[config.mk]
export PLATFORM = sky130hd
export DESIGN_NAME = fluid_matrix_arb
export DESIGN_NICKNAME = d
export VERILOG_FILES = /design/src/rtl/fma_pkg.sv /design/src/rtl/fma_order_state.sv /design/src/rtl/fma_pick.sv /design/src/rtl/fluid_matrix_arb.sv
export SDC_FILE = /design/constraint.sdc
export NUM_CORES = 1
export LEC_CHECK = 0
export BUFFER_PORTS_ARGS = -buffer_cell sky130_fd_sc_hd__buf_2
export CORE_ASPECT_RATIO = 1.5
export CORE_MARGIN = 5
export CORE_UTILIZATION = 59
export DETAILED_ROUTE_END_ITERATION = 8
export GPL_TIMING_DRIVEN = 0
export PLACE_DENSITY = 0.84
export SYNTH_ARGS = -nofsm -noshare
export SYNTH_HDL_FRONTEND = slang
export SYNTH_SLANG_ARGS = --single-unit
export TNS_END_PERCENT = 100
[constraint.sdc]
create_clock -name clk -period 2.95 [get_ports clk]
set_input_delay 0.1475 -clock clk [delete_from_list [all_inputs] [get_ports clk]]
set_output_delay 0.1475 -clock clk [all_outputs]
set_load 0.02 [all_outputs]
[src/rtl/fma_pkg.sv]
package fma_pkg;

  // Position of pair (i,j), i<j, in the packed upper-triangle vector.
  function automatic int tri_idx(input int n, input int i, input int j);
    return i * n - (i * (i + 1)) / 2 + (j - i - 1);
  endfunction

  function automatic int tri_size(input int n);
    return (n * (n - 1)) / 2;
  endfunction

endpackage

[src/rtl/fma_order_state.sv]
module fma_order_state
  import fma_pkg::*;
#(
  parameter int N = 5,
  localparam int P = tri_size(N)
) (
  input  logic         clk,
  input  logic         rst_n,
  input  logic         upd_en,
  input  logic [N-1:0] win,
  output logic [P-1:0] upper
);

  logic [P-1:0] upper_q;
  logic [P-1:0] upper_d;

  // Next state: the winner loses to everyone, and everyone else beats it.
  always_comb begin
    upper_d = upper_q;
    for (int i = 0; i < N; i++) begin
      for (int j = i + 1; j < N; j++) begin
        if (win[i]) begin
          upper_d[tri_idx(N, i, j)] = 1'b0;
        end else if (win[j]) begin
          upper_d[tri_idx(N, i, j)] = 1'b1;
        end
      end
    end
  end

  // All ones: lower index beats higher index, an acyclic start.
  always_ff @(posedge clk or negedge rst_n) begin
    if (!rst_n) begin
      upper_q <= '1;
    end else if (upd_en) begin
      upper_q <= upper_d;
    end
  end

  assign upper = upper_q;

  AST_ORDER_HOLD: assert property (@(posedge clk) disable iff (!rst_n)
    !upd_en |=> $stable(upper_q)) else $error("order changed without grant");

  for (genvar gi = 0; gi < N; gi++) begin : g_row
    for (genvar gj = gi + 1; gj < N; gj++) begin : g_col
      AST_WINNER_DEMOTED: assert property (@(posedge clk) disable iff (!rst_n)
        (upd_en && win[gi]) |=> !upper_q[tri_idx(N, gi, gj)])
        else $error("winner not demoted");
      AST_LOSER_PROMOTED: assert property (@(posedge clk) disable iff (!rst_n)
        (upd_en && win[gj]) |=> upper_q[tri_idx(N, gi, gj)])
        else $error("loser not promoted");
    end
  end

endmodule

[src/rtl/fma_pick.sv]
module fma_pick
  import fma_pkg::*;
#(
  parameter int N  = 5,
  parameter int LW = 2,
  localparam int P = tri_size(N)
) (
  input  logic [N-1:0]    active,
  input  logic [N*LW-1:0] level,
  input  logic            prio_en,
  input  logic [P-1:0]    upper,
  output logic [N-1:0]    win
);

  logic [LW-1:0] lvl [N];
  logic [N-1:0]  beats [N]; // beats[j][i]: requester j takes precedence over i

  for (genvar g = 0; g < N; g++) begin : g_unpack
    assign lvl[g] = level[g*LW +: LW];
  end

  always_comb begin
    for (int j = 0; j < N; j++) begin
      beats[j] = '0;
      for (int i = 0; i < N; i++) begin
        if (i != j) begin
          if (prio_en && (lvl[j] != lvl[i])) begin
            beats[j][i] = lvl[j] > lvl[i];
          end else if (j < i) begin
            beats[j][i] = upper[tri_idx(N, j, i)];
          end else begin
            beats[j][i] = ~upper[tri_idx(N, i, j)];
          end
        end
      end
    end
  end

  always_comb begin
    for (int i = 0; i < N; i++) begin
      win[i] = active[i];
      for (int j = 0; j < N; j++) begin
        if (j != i && active[j] && beats[j][i]) begin
          win[i] = 1'b0;
        end
      end
    end
  end

endmodule

[src/rtl/fluid_matrix_arb.sv]
module fluid_matrix_arb
  import fma_pkg::*;
#(
  parameter int N  = 5,
  parameter int LW = 2,
  localparam int P = tri_size(N)
) (
  input  logic            clk,
  input  logic            rst_n,
  input  logic [N-1:0]    req,
  input  logic            chan_avail,
  input  logic            prio_en,
  input  logic [N*LW-1:0] fluid_level,
  output logic [N-1:0]    grant
);

  logic [N-1:0] active;
  logic [N-1:0] win;
  logic [P-1:0] upper;
  logic         any_win;
  logic [N-1:0] grant_q;
  logic [N-1:0] grant_d;

  assign active  = req & {N{chan_avail}};
  assign any_win = |win;
  assign grant_d = win;

  fma_pick #(.N(N), .LW(LW)) u_pick (
    .active  (active),
    .level   (fluid_level),
    .prio_en (prio_en),
    .upper   (upper),
    .win     (win)
  );

  fma_order_state #(.N(N)) u_order (
    .clk    (clk),
    .rst_n  (rst_n),
    .upd_en (any_win),
    .win    (win),
    .upper  (upper)
  );

  always_ff @(posedge clk or negedge rst_n) begin
    if (!rst_n) begin
      grant_q <= '0;
    end else begin
      grant_q <= grant_d;
    end
  end

  assign grant = grant_q;

  AST_GRANT_ONEHOT: assert property (@(posedge clk) disable iff (!rst_n)
    $onehot0(grant_q)) else $error("grant not one-hot");
  AST_REQ_SERVED: assert property (@(posedge clk) disable iff (!rst_n)
    (|active) |=> (grant_q != '0)) else $error("request left unserved");
  AST_CHAN_BLOCK: assert property (@(posedge clk) disable iff (!rst_n)
    !chan_avail |=> (grant_q == '0)) else $error("grant while channel busy");
  AST_GRANT_HAS_REQ: assert property (@(posedge clk) disable iff (!rst_n)
    (grant_q != '0) |-> ((grant_q & ~$past(req)) == '0))
    else $error("grant without request");

  for (genvar gi = 0; gi < N; gi++) begin : g_lvl_a
    for (genvar gj = 0; gj < N; gj++) begin : g_lvl_b
      if (gi != gj) begin : g_pair
        AST_CONGESTED_FIRST: assert property (@(posedge clk) disable iff (!rst_n)
          (prio_en && active[gi] && active[gj] &&
           (fluid_level[gi*LW +: LW] > fluid_level[gj*LW +: LW])) |=> !grant_q[gj])
          else $error("less congested requester won");
      end
    end
  end

endmodule

==> impl_metrics.env, run 1 <==
export IMPL_status="completed"
export IMPL_final_layout_size_suffix_gt1_frac=0.301
export IMPL_root_buffer="clkbuf_4"
export IMPL_core_um2=2030
export IMPL_clk_pin_slew_ns=0.08
export IMPL_grt_pass1_vias=1194
export IMPL_post_cts_buffers=0
export IMPL_grt_max_degree=16
export IMPL_drc=0
export IMPL_synth_flop_cell="dfstp_2"
export IMPL_clock_latency_ns=0.29
export IMPL_peakVddDrop_v=0.000408
export IMPL_grtUsageMet1=0.244
export IMPL_syn_area_um2=1250
export IMPL_hold_ws_ns=0.157
export IMPL_maxSlewViolCount=0
export IMPL_cts_htree_levels=1
export IMPL_antenna_found_initial=0
export IMPL_grt_setup_unrepaired="no"
export IMPL_post_route_min_period_ns=1.61
export IMPL_cp_start_kind="primary input"
export IMPL_synth_seq_cells=15
export IMPL_first_pass_iters=4
export IMPL_portBuffers=23
export IMPL_slew_headroom=0.735
export IMPL_n_antenna_cell=0
export IMPL_syn_nets=177
export IMPL_total_power_mw=0.797
export IMPL_end_kind="flop"
export IMPL_fin_crit_sh=0.544
export IMPL_numCtsBuffers=3
export IMPL_worst_slew_pin_slew_ns=0.394
export IMPL_p_leak_nw=0.709
export IMPL_regToRegSetupSlack_ns=1.41
export IMPL_hold_path_class="primary input to flop"
export IMPL_regArea_um2=388
export IMPL_drtAntennaViolNets=0
export IMPL_multiInputGateArea_um2=773
export IMPL_wl_per_cell_um=15.3
export IMPL_fin_nets=206
export IMPL_setup_violations=0
export IMPL_start_util=0.617
export IMPL_grt_util_met3=0.0191
export IMPL_drtIter0Drc=23
export IMPL_synth_area_per_cell_um2=9.07
export IMPL_placed_area_um2=1390
export IMPL_finClkSkew_ns=0.00194
export IMPL_synth_edf_count=0
export IMPL_vias_per_cell=5.97
export IMPL_drv_cap=0
export IMPL_layout_commonest_cell="buf_2"
export IMPL_grt_remaining_overflow=0
export IMPL_num_rows=20
export IMPL_final_cell_mix="buf_2, inv_1, ha_1"
export IMPL_yosys_cell_types_count=31
export IMPL_final_core_util=0.706
export IMPL_crit_type="primary input to flop"
export IMPL_synth_seq_area_share=0.310
export IMPL_grt_usage=0.218
export IMPL_hold_buffers=1
export IMPL_postCtsResizedCells=0
export IMPL_fp_dieH_um=66.4
export IMPL_arrival_ns=1.82
export IMPL_drt_total_wl_um=2870
export IMPL_cts_tree="yes"
export IMPL_vias=1122
export IMPL_area_growth_pct=14.3
export IMPL_final_area_um2=1430
export IMPL_final_hold_violation_count=0
export IMPL_gr_max_usage_layer="met2"
export IMPL_powerDensity_nw_per_um2=557
export IMPL_dpl_hpwl_um=2380
export IMPL_synth_warnings=0
export IMPL_worstPathRequired_ns=3.16
export IMPL_cts_sinks=15
export IMPL_syn_inst=138
export IMPL_ios=24
export IMPL_die_w_um=47.6
export IMPL_async_flop_share=1.00
export IMPL_grt_pass1_wl_um=4950
export IMPL_clock_path_buffers=2
export IMPL_finalSetupTns_ns=0
export IMPL_met2_usage=0.362
export IMPL_cp_max_fo=5
export IMPL_max_freq_mhz=623
export IMPL_num_fill_cells=174
export IMPL_dieArea_um2=3160
export IMPL_place_congestion=0.904
-- where the power goes --
part / leakage, nW / switching (mW) / internal (mW) / total (mW)
combinational: 0.521 / 0.173 / 0.132 / 0.304
clock: 0.0150 / 0.0616 / 0.0526 / 0.114
sequential: 0.173 / 0.0464 / 0.332 / 0.378
total: 0.709 / 0.281 / 0.516 / 0.797
-- area by class of cell --
| cell class | instances | area share |
|---|---|---|
| Clock buffer | 4 | 0.0184 |
| Timing Repair Buffer | 24 | 0.0875 |
| Buffer | 1 | 0.00525 |
| Inverter | 22 | 0.0577 |
| Multi-Input combinational cell | 100 | 0.541 |
| Sequential cell | 15 | 0.271 |
| Tap cell | 22 | 0.0192 |
-- registers in the layout, summed over array words and instances, names as in the netlist --
signal,cells
grant,5
u_order.upper,10
-- synth_stat cells (all sizes together) (3+ instances only) --
master | n | area, um^2
ha | 20 | 250
inv | 22 | 82.6
nand2 | 14 | 52.6
o21ba | 3 | 30.0
nand2b | 6 | 37.5
dfrtp | 5 | 125
a31oi | 8 | 62.6
a211oi | 5 | 57.6
dfstp | 10 | 263
o21ai | 10 | 53.8
a21oi | 14 | 73.8
nor2 | 4 | 15.0
nor3 | 4 | 25.0
-- metrics by stage --
| step | worst slack [ns] | instances |
|---|---|---|
| after CTS | 1.36 | 188 |
| final | 1.34 | 188 |
| after floorplan | 1.42 | 138 |
| after global placement | 1.11 | 183 |
| after global routing | 1.23 | 188 |
| after detailed placement | 1.06 | 183 |
-- cells by family after synthesis --
group,Yosys count,share of synthesized area
adder cells (fa/ha/maj),20,0.200
AO/OA/AOI/OAI,47,0.276
AND/OR/NAND/NOR,33,0.142
buffers and inverters,23,0.0720
flip-flops,15,0.310
-- path summary, 6_finish.rpt --
| path | from | to | depth (start not counted) |
|---|---|---|---|
| max | fluid_level[2] | u_order.upper[1] | 9 |
| min | req[0] | grant[1] | 2 |
| max reg2reg | u_order.upper[9] | u_order.upper[5] | 5 |
| min reg2reg | u_order.upper[4] | u_order.upper[4] | 2 |
| max in group asynchronous | rst_n | u_order.upper[5] | 2 |
| min in group asynchronous | rst_n | grant[0] | 2 |
-- per-layer routing --
metal	vias to the layer above	part of all wire
met5	-	0
met4	0	0.046
met1	514	0.39
li1	553	-
met3	13	0.044
met2	42	0.52
-- worst max-delay path, stage by stage --
cell,delay [ns]
buf_2,0.09
inv_1,0.07
ha_1,0.31
nand2b_1,0.16
a211oi_2,0.26
nor3_1,0.09
a221oi_2,0.17
nand4_1,0.28
a21oi_1,0.24
Power figures use the tool's default switching activity.
==> run 2: changes to the inputs <==
--- a/config.mk
+++ b/config.mk
@@ -8,10 +8,10 @@
 export BUFFER_PORTS_ARGS = -buffer_cell sky130_fd_sc_hd__buf_2
 export CORE_ASPECT_RATIO = 1.5
 export CORE_MARGIN = 5
-export CORE_UTILIZATION = 59
+export CORE_UTILIZATION = 55
 export DETAILED_ROUTE_END_ITERATION = 8
 export GPL_TIMING_DRIVEN = 0
-export PLACE_DENSITY = 0.84
+export PLACE_DENSITY = 0.79
 export SYNTH_ARGS = -nofsm -noshare
 export SYNTH_HDL_FRONTEND = slang
 export SYNTH_SLANG_ARGS = --single-unit
==> constraint.sdc (replaced) <==
create_clock -name clk -period 1.63 [get_ports clk]
set_input_delay 0.0815 -clock clk [delete_from_list [all_inputs] [get_ports clk]]
set_output_delay 0.0815 -clock clk [all_outputs]
set_load 0.02 [all_outputs]
==> impl_metrics.env, run 2 (synthesis gave the netlist of run 1 again) <==
export IMPL_status="completed"
export IMPL_drc=0
export IMPL_dpl_hpwl_um=2390
export IMPL_cp_max_fo=4
export IMPL_worstPathRequired_ns=1.84
export IMPL_p_leak_nw=0.713
export IMPL_fin_ws_ns=0.0678
export IMPL_area_growth_pct=15.0
export IMPL_setup_violations=0
export IMPL_hp_start="req[0]"
export IMPL_start_util=0.567
export IMPL_vias=1104
export IMPL_cp_cell_sequence="buf_2 > inv_1 > ha_1 > nand2b_1 > a211oi_2 > nor3_1 > a221oi_2 > nand4_1 > buf_4 > o21a_1"
export IMPL_multiInputGateArea_um2=773
export IMPL_num_rows=21
export IMPL_portBuffers=23
export IMPL_fp_dieH_um=68.4
export IMPL_grt_pass1_wl_um=4880
export IMPL_end_kind="flop"
export IMPL_r2r_end="u_order.upper[7]"
export IMPL_n_antenna_cell=0
export IMPL_finClkSkew_ns=0.00123
export IMPL_cts_sinks=15
export IMPL_vias_per_cell=5.81
export IMPL_postCtsResizedCells=0
export IMPL_grt_max_degree=16
export IMPL_drtIter0Drc=29
export IMPL_clock_latency_ns=0.27
export IMPL_clock_path_buffers=2
export IMPL_drv_cap=0
export IMPL_final_core_util=0.652
export IMPL_regArea_um2=388
export IMPL_num_fill_cells=188
export IMPL_antenna_found_initial=0
export IMPL_worst_slew_pin_slew_ns=0.380
export IMPL_largest_reg_flops=10
export IMPL_core_um2=2210
export IMPL_r2r_cells=5
export IMPL_fin_cells=190
export IMPL_arrival_ns=1.77
export IMPL_regToRegSetupSlack_ns=0.12
export IMPL_place_congestion=0.950
export IMPL_final_layout_size_suffix_gt1_frac=0.305
export IMPL_cp_start_kind="primary input"
export IMPL_die_w_um=48.9
export IMPL_clk_pin_slew_ns=0.08
export IMPL_slew_headroom=0.745
export IMPL_first_pass_iters=4
export IMPL_hold_end="grant[1]"
export IMPL_layout_commonest_cell="buf_2"
export IMPL_fin_crit_sh=0.958
export IMPL_grt_remaining_overflow=0
export IMPL_ios=24
export IMPL_peakVddDrop_v=0.000874
export IMPL_critPathMaxStageDelay_ns=0.31
export IMPL_cp_top_family="compound AO/OA/AOI/OAI gates"
export IMPL_crit_start="fluid_level[2]"
export IMPL_wl_per_cell_um=14.8
export IMPL_post_route_min_period_ns=1.56
export IMPL_grt_pass1_vias=1171
export IMPL_path_buf_inv=3
export IMPL_cts_tree="yes"
export IMPL_root_buffer="clkbuf_4"
export IMPL_dp_cells=184
export IMPL_preCtsSetupSlack_ns=-0.259
export IMPL_final_hold_violation_count=0
export IMPL_numCtsBuffers=3
export IMPL_hold_path_class="primary input to flop"
export IMPL_r2r_start="u_order.upper[7]"
export IMPL_drt_total_wl_um=2820
export IMPL_crit_type="primary input to flop"
export IMPL_final_cell_mix="buf_2, inv_1, ha_1"
export IMPL_cp_slowest_cell="ha_1"
export IMPL_maxSlewViolCount=0
export IMPL_fin_nets=207
export IMPL_powerDensity_nw_per_um2=1000
export IMPL_dieArea_um2=3350
export IMPL_cts_htree_levels=1
export IMPL_drtAntennaViolNets=0
export IMPL_grt_usage=0.189
export IMPL_max_freq_mhz=640
export IMPL_holdPathStages=2
run 2: changes by cell type in the layout (fill, tap and decap cells not counted):
cell / before / now
buf_4: 1 / 2
run 2: power breakdown:
group	internal [mW]	switching, mW	leakage (nW)
Combinational	0.241	0.317	0.525
Clock	0.0948	0.103	0.0150
Sequential	0.601	0.0825	0.173
run 2: timing repair:
action	in CTS	in global routing
endpoints found under the setup margin	0	6
hold endpoints to repair	15	0
hold buffers	1	0
setup buffers	0	1
run 2: worst register-to-register path, delay by kind of cell, from the launching register on:
kind | cells | cell delay (ns)
AO/OA/AOI/OAI | 3 | 0.45
buffers and inverters | 1 | 0.22
AND/OR/NAND/NOR | 1 | 0.23
flip-flops | 1 | 0.55
run 2: through the flow:
stage | setup TNS, ns | total power, mW | area [um^2] | hold slack (ns)
6_report | 0 | 1.44 | 1440 | 0.0938
3_5_place_dp | -1.65 | 1.24 | 1400 | -0.00853
3_3_place_gp | -0.850 | 1.20 | 1400 | -0.0184
2_1_floorplan | 0 | 1.07 | 1250 | -0.214
4_1_cts | 0 | 1.45 | 1430 | 0.0721
5_1_grt | -0.0143 | 1.56 | 1440 | 0.0777
run 2: worst max path at each step:
stage | to | depth (start not counted)
finish | u_order.upper[7] | 10
global route | u_order.upper[7] | 10
CTS | u_order.upper[1] | 9
global placement | u_order.upper[1] | 9
detailed placement | u_order.upper[1] | 9
floorplan | u_order.upper[2] | 7
run 2: per-layer routing:
metal,vias to the layer above,global-route usage,share of wire
li1,555,-,-
met1,497,0.198,0.41
met2,42,0.340,0.49
met3,10,0.0196,0.049
met4,0,0.155,0.049
met5,-,0,0
run 2: area by class of cell:
class                   instances  area share
flip-flops and latches         15       0.270
multi-input cells             100       0.537
well taps                      23      0.0200
plain buffers                   1     0.00522
repair buffers                 25      0.0922
clock buffers                   4      0.0183
inverters                      22      0.0574
==> run 3: changes to the inputs <==
--- a/config.mk
+++ b/config.mk
@@ -6,7 +6,6 @@
 export NUM_CORES = 1
 export LEC_CHECK = 0
 export BUFFER_PORTS_ARGS = -buffer_cell sky130_fd_sc_hd__buf_2
-export CORE_ASPECT_RATIO = 1.5
 export CORE_MARGIN = 5
 export CORE_UTILIZATION = 55
 export DETAILED_ROUTE_END_ITERATION = 8
==> constraint.sdc (replaced) <==
create_clock -name clk -period 1.63 [get_ports clk]
set_input_delay 0.0815 -clock clk [delete_from_list [all_inputs] [get_ports clk]]
set_output_delay 0.0815 -clock clk [all_outputs]
set_load 0.05 [all_outputs]
==> impl_metrics.env, run 3 (synthesis gave the netlist of run 1 again) <==
export IMPL_largest_reg_flops=10
export IMPL_die_w_um=57.7
export IMPL_cp_max_fo=5
export IMPL_vias_per_cell=5.53
export IMPL_slew_headroom=0.757
export IMPL_cp_start_kind="flop"
export IMPL_num_rows=17
export IMPL_worst_slew_pin_slew_ns=0.362
export IMPL_powerDensity_nw_per_um2=1030
export IMPL_drv_cap=0
export IMPL_start_util=0.571
export IMPL_numCtsBuffers=3
export IMPL_cts_sinks=15
export IMPL_drt_total_wl_um=2900
export IMPL_vias=1079
export IMPL_final_core_util=0.666
export IMPL_max_freq_mhz=654
export IMPL_fin_nets=207
export IMPL_core_um2=2190
export IMPL_dieArea_um2=3330
export IMPL_n_antenna_cell=0
export IMPL_status="completed"
export IMPL_root_buffer="clkbuf_4"
export IMPL_portBuffers=23
export IMPL_dpl_hpwl_um=2420
export IMPL_grt_remaining_overflow=0
export IMPL_antenna_found_initial=0
export IMPL_first_pass_iters=4
export IMPL_grt_usage=0.181
export IMPL_hold_ws_ns=0.107
export IMPL_final_layout_size_suffix_gt1_frac=0.323
export IMPL_area_growth_pct=16.6
export IMPL_layout_commonest_cell="buf_2"
export IMPL_crit_type="flop to flop"
export IMPL_end_kind="flop"
export IMPL_clock_path_buffers=2
export IMPL_worstPathRequired_ns=1.83
export IMPL_clk_pin_slew_ns=0.08
export IMPL_final_hold_violation_count=0
export IMPL_p_leak_nw=0.715
export IMPL_drc=0
export IMPL_cts_tree="yes"
export IMPL_setup_violations=0
export IMPL_grt_pass1_vias=1102
export IMPL_peakVddDrop_v=0.000781
export IMPL_hold_path_class="primary input to flop"
export IMPL_ios=24
export IMPL_place_congestion=0.890
export IMPL_cts_htree_levels=1
export IMPL_fin_crit_sh=0.938
export IMPL_drtIter0Drc=21
export IMPL_post_route_min_period_ns=1.53
export IMPL_drtAntennaViolNets=0
export IMPL_finClkSkew_ns=0.00198
export IMPL_wl_per_cell_um=14.9
export IMPL_arrival_ns=1.73
export IMPL_grt_max_degree=16
export IMPL_fp_dieH_um=57.7
export IMPL_final_cell_mix="buf_2, inv_1, ha_1"
export IMPL_grt_setup_unrepaired="yes"
export IMPL_clock_latency_ns=0.27
export IMPL_grt_pass1_wl_um=4730
export IMPL_maxSlewViolCount=0
[run 3: changes by cell type in the layout (fill, tap and decap cells not counted)]
cell,before,now
a21oi_1,13,11
a21oi_2,1,3
a31oi_1,6,5
a31oi_2,2,3
[run 3: layout make-up]
cell class | count | area, um^2
multi-input cells | 100 | 787
flip-flops and latches | 15 | 388
plain buffers | 1 | 7.51
clock buffers | 4 | 26.3
repair buffers | 25 | 133
well taps | 28 | 35.0
inverters | 22 | 82.6
fillers | 208 | 732
[run 3: metal layers]
metal  share of wire  vias up  GRT usage  wire length [um]
met5               0        -          0                 0
met4           0.011        0     0.0497                32
met3           0.050        4     0.0290               144
met2            0.51       29      0.323              1460
met1            0.43      494      0.226              1250
li1                -      552          -                 -
[run 3: metrics by stage]
stage | instances | cell area (um^2) | TNS [ns] | worst slack [ns] | power (mW)
after detailed placement | 189 | 1400 | -1.32 | -0.192 | 1.27
after global routing | 195 | 1460 | 0 | 0.00357 | 1.62
after floorplan | 138 | 1250 | 0 | 0.168 | 1.10
after global placement | 189 | 1400 | -0.835 | -0.131 | 1.24
final | 195 | 1460 | 0 | 0.101 | 1.50
after CTS | 194 | 1440 | 0 | 0.0173 | 1.48
[run 3: worst paths after layout]
kind                                        from          endpoint  slack (ns)  cells after the start
worst min register to register  u_order.upper[4]  u_order.upper[4]        0.48                      2
worst max-delay path            u_order.upper[1]  u_order.upper[2]        0.10                      5
worst min-delay path                      req[0]          grant[1]        0.11                      2
max in group asynchronous                  rst_n  u_order.upper[3]        1.12                      2
min in group asynchronous                  rst_n          grant[1]        0.22                      2
worst max register to register  u_order.upper[1]  u_order.upper[2]        0.10                      5
[run 3: power breakdown]
group / internal [mW] / switching [mW] / total (mW)
clock network: 0.0946 / 0.101 / 0.195
logic: 0.253 / 0.355 / 0.609
registers: 0.602 / 0.0924 / 0.694
[run 3: critical path, cell delays in order, from the launching register on]
cell and delay (ns):
dfstp_2 0.54, a21oi_1 0.04, a31oi_1 0.25, o22ai_1 0.13, nor3_2 0.30, o21ba_1 0.21
[run 3: timing repair]
item                                    in CTS  in global routing
endpoints found under the setup margin       0                  6
hold endpoints to repair                    15                  0
gates resized for setup                      0                  3
buffers inserted                             0                  1
hold buffers                                 1                  0
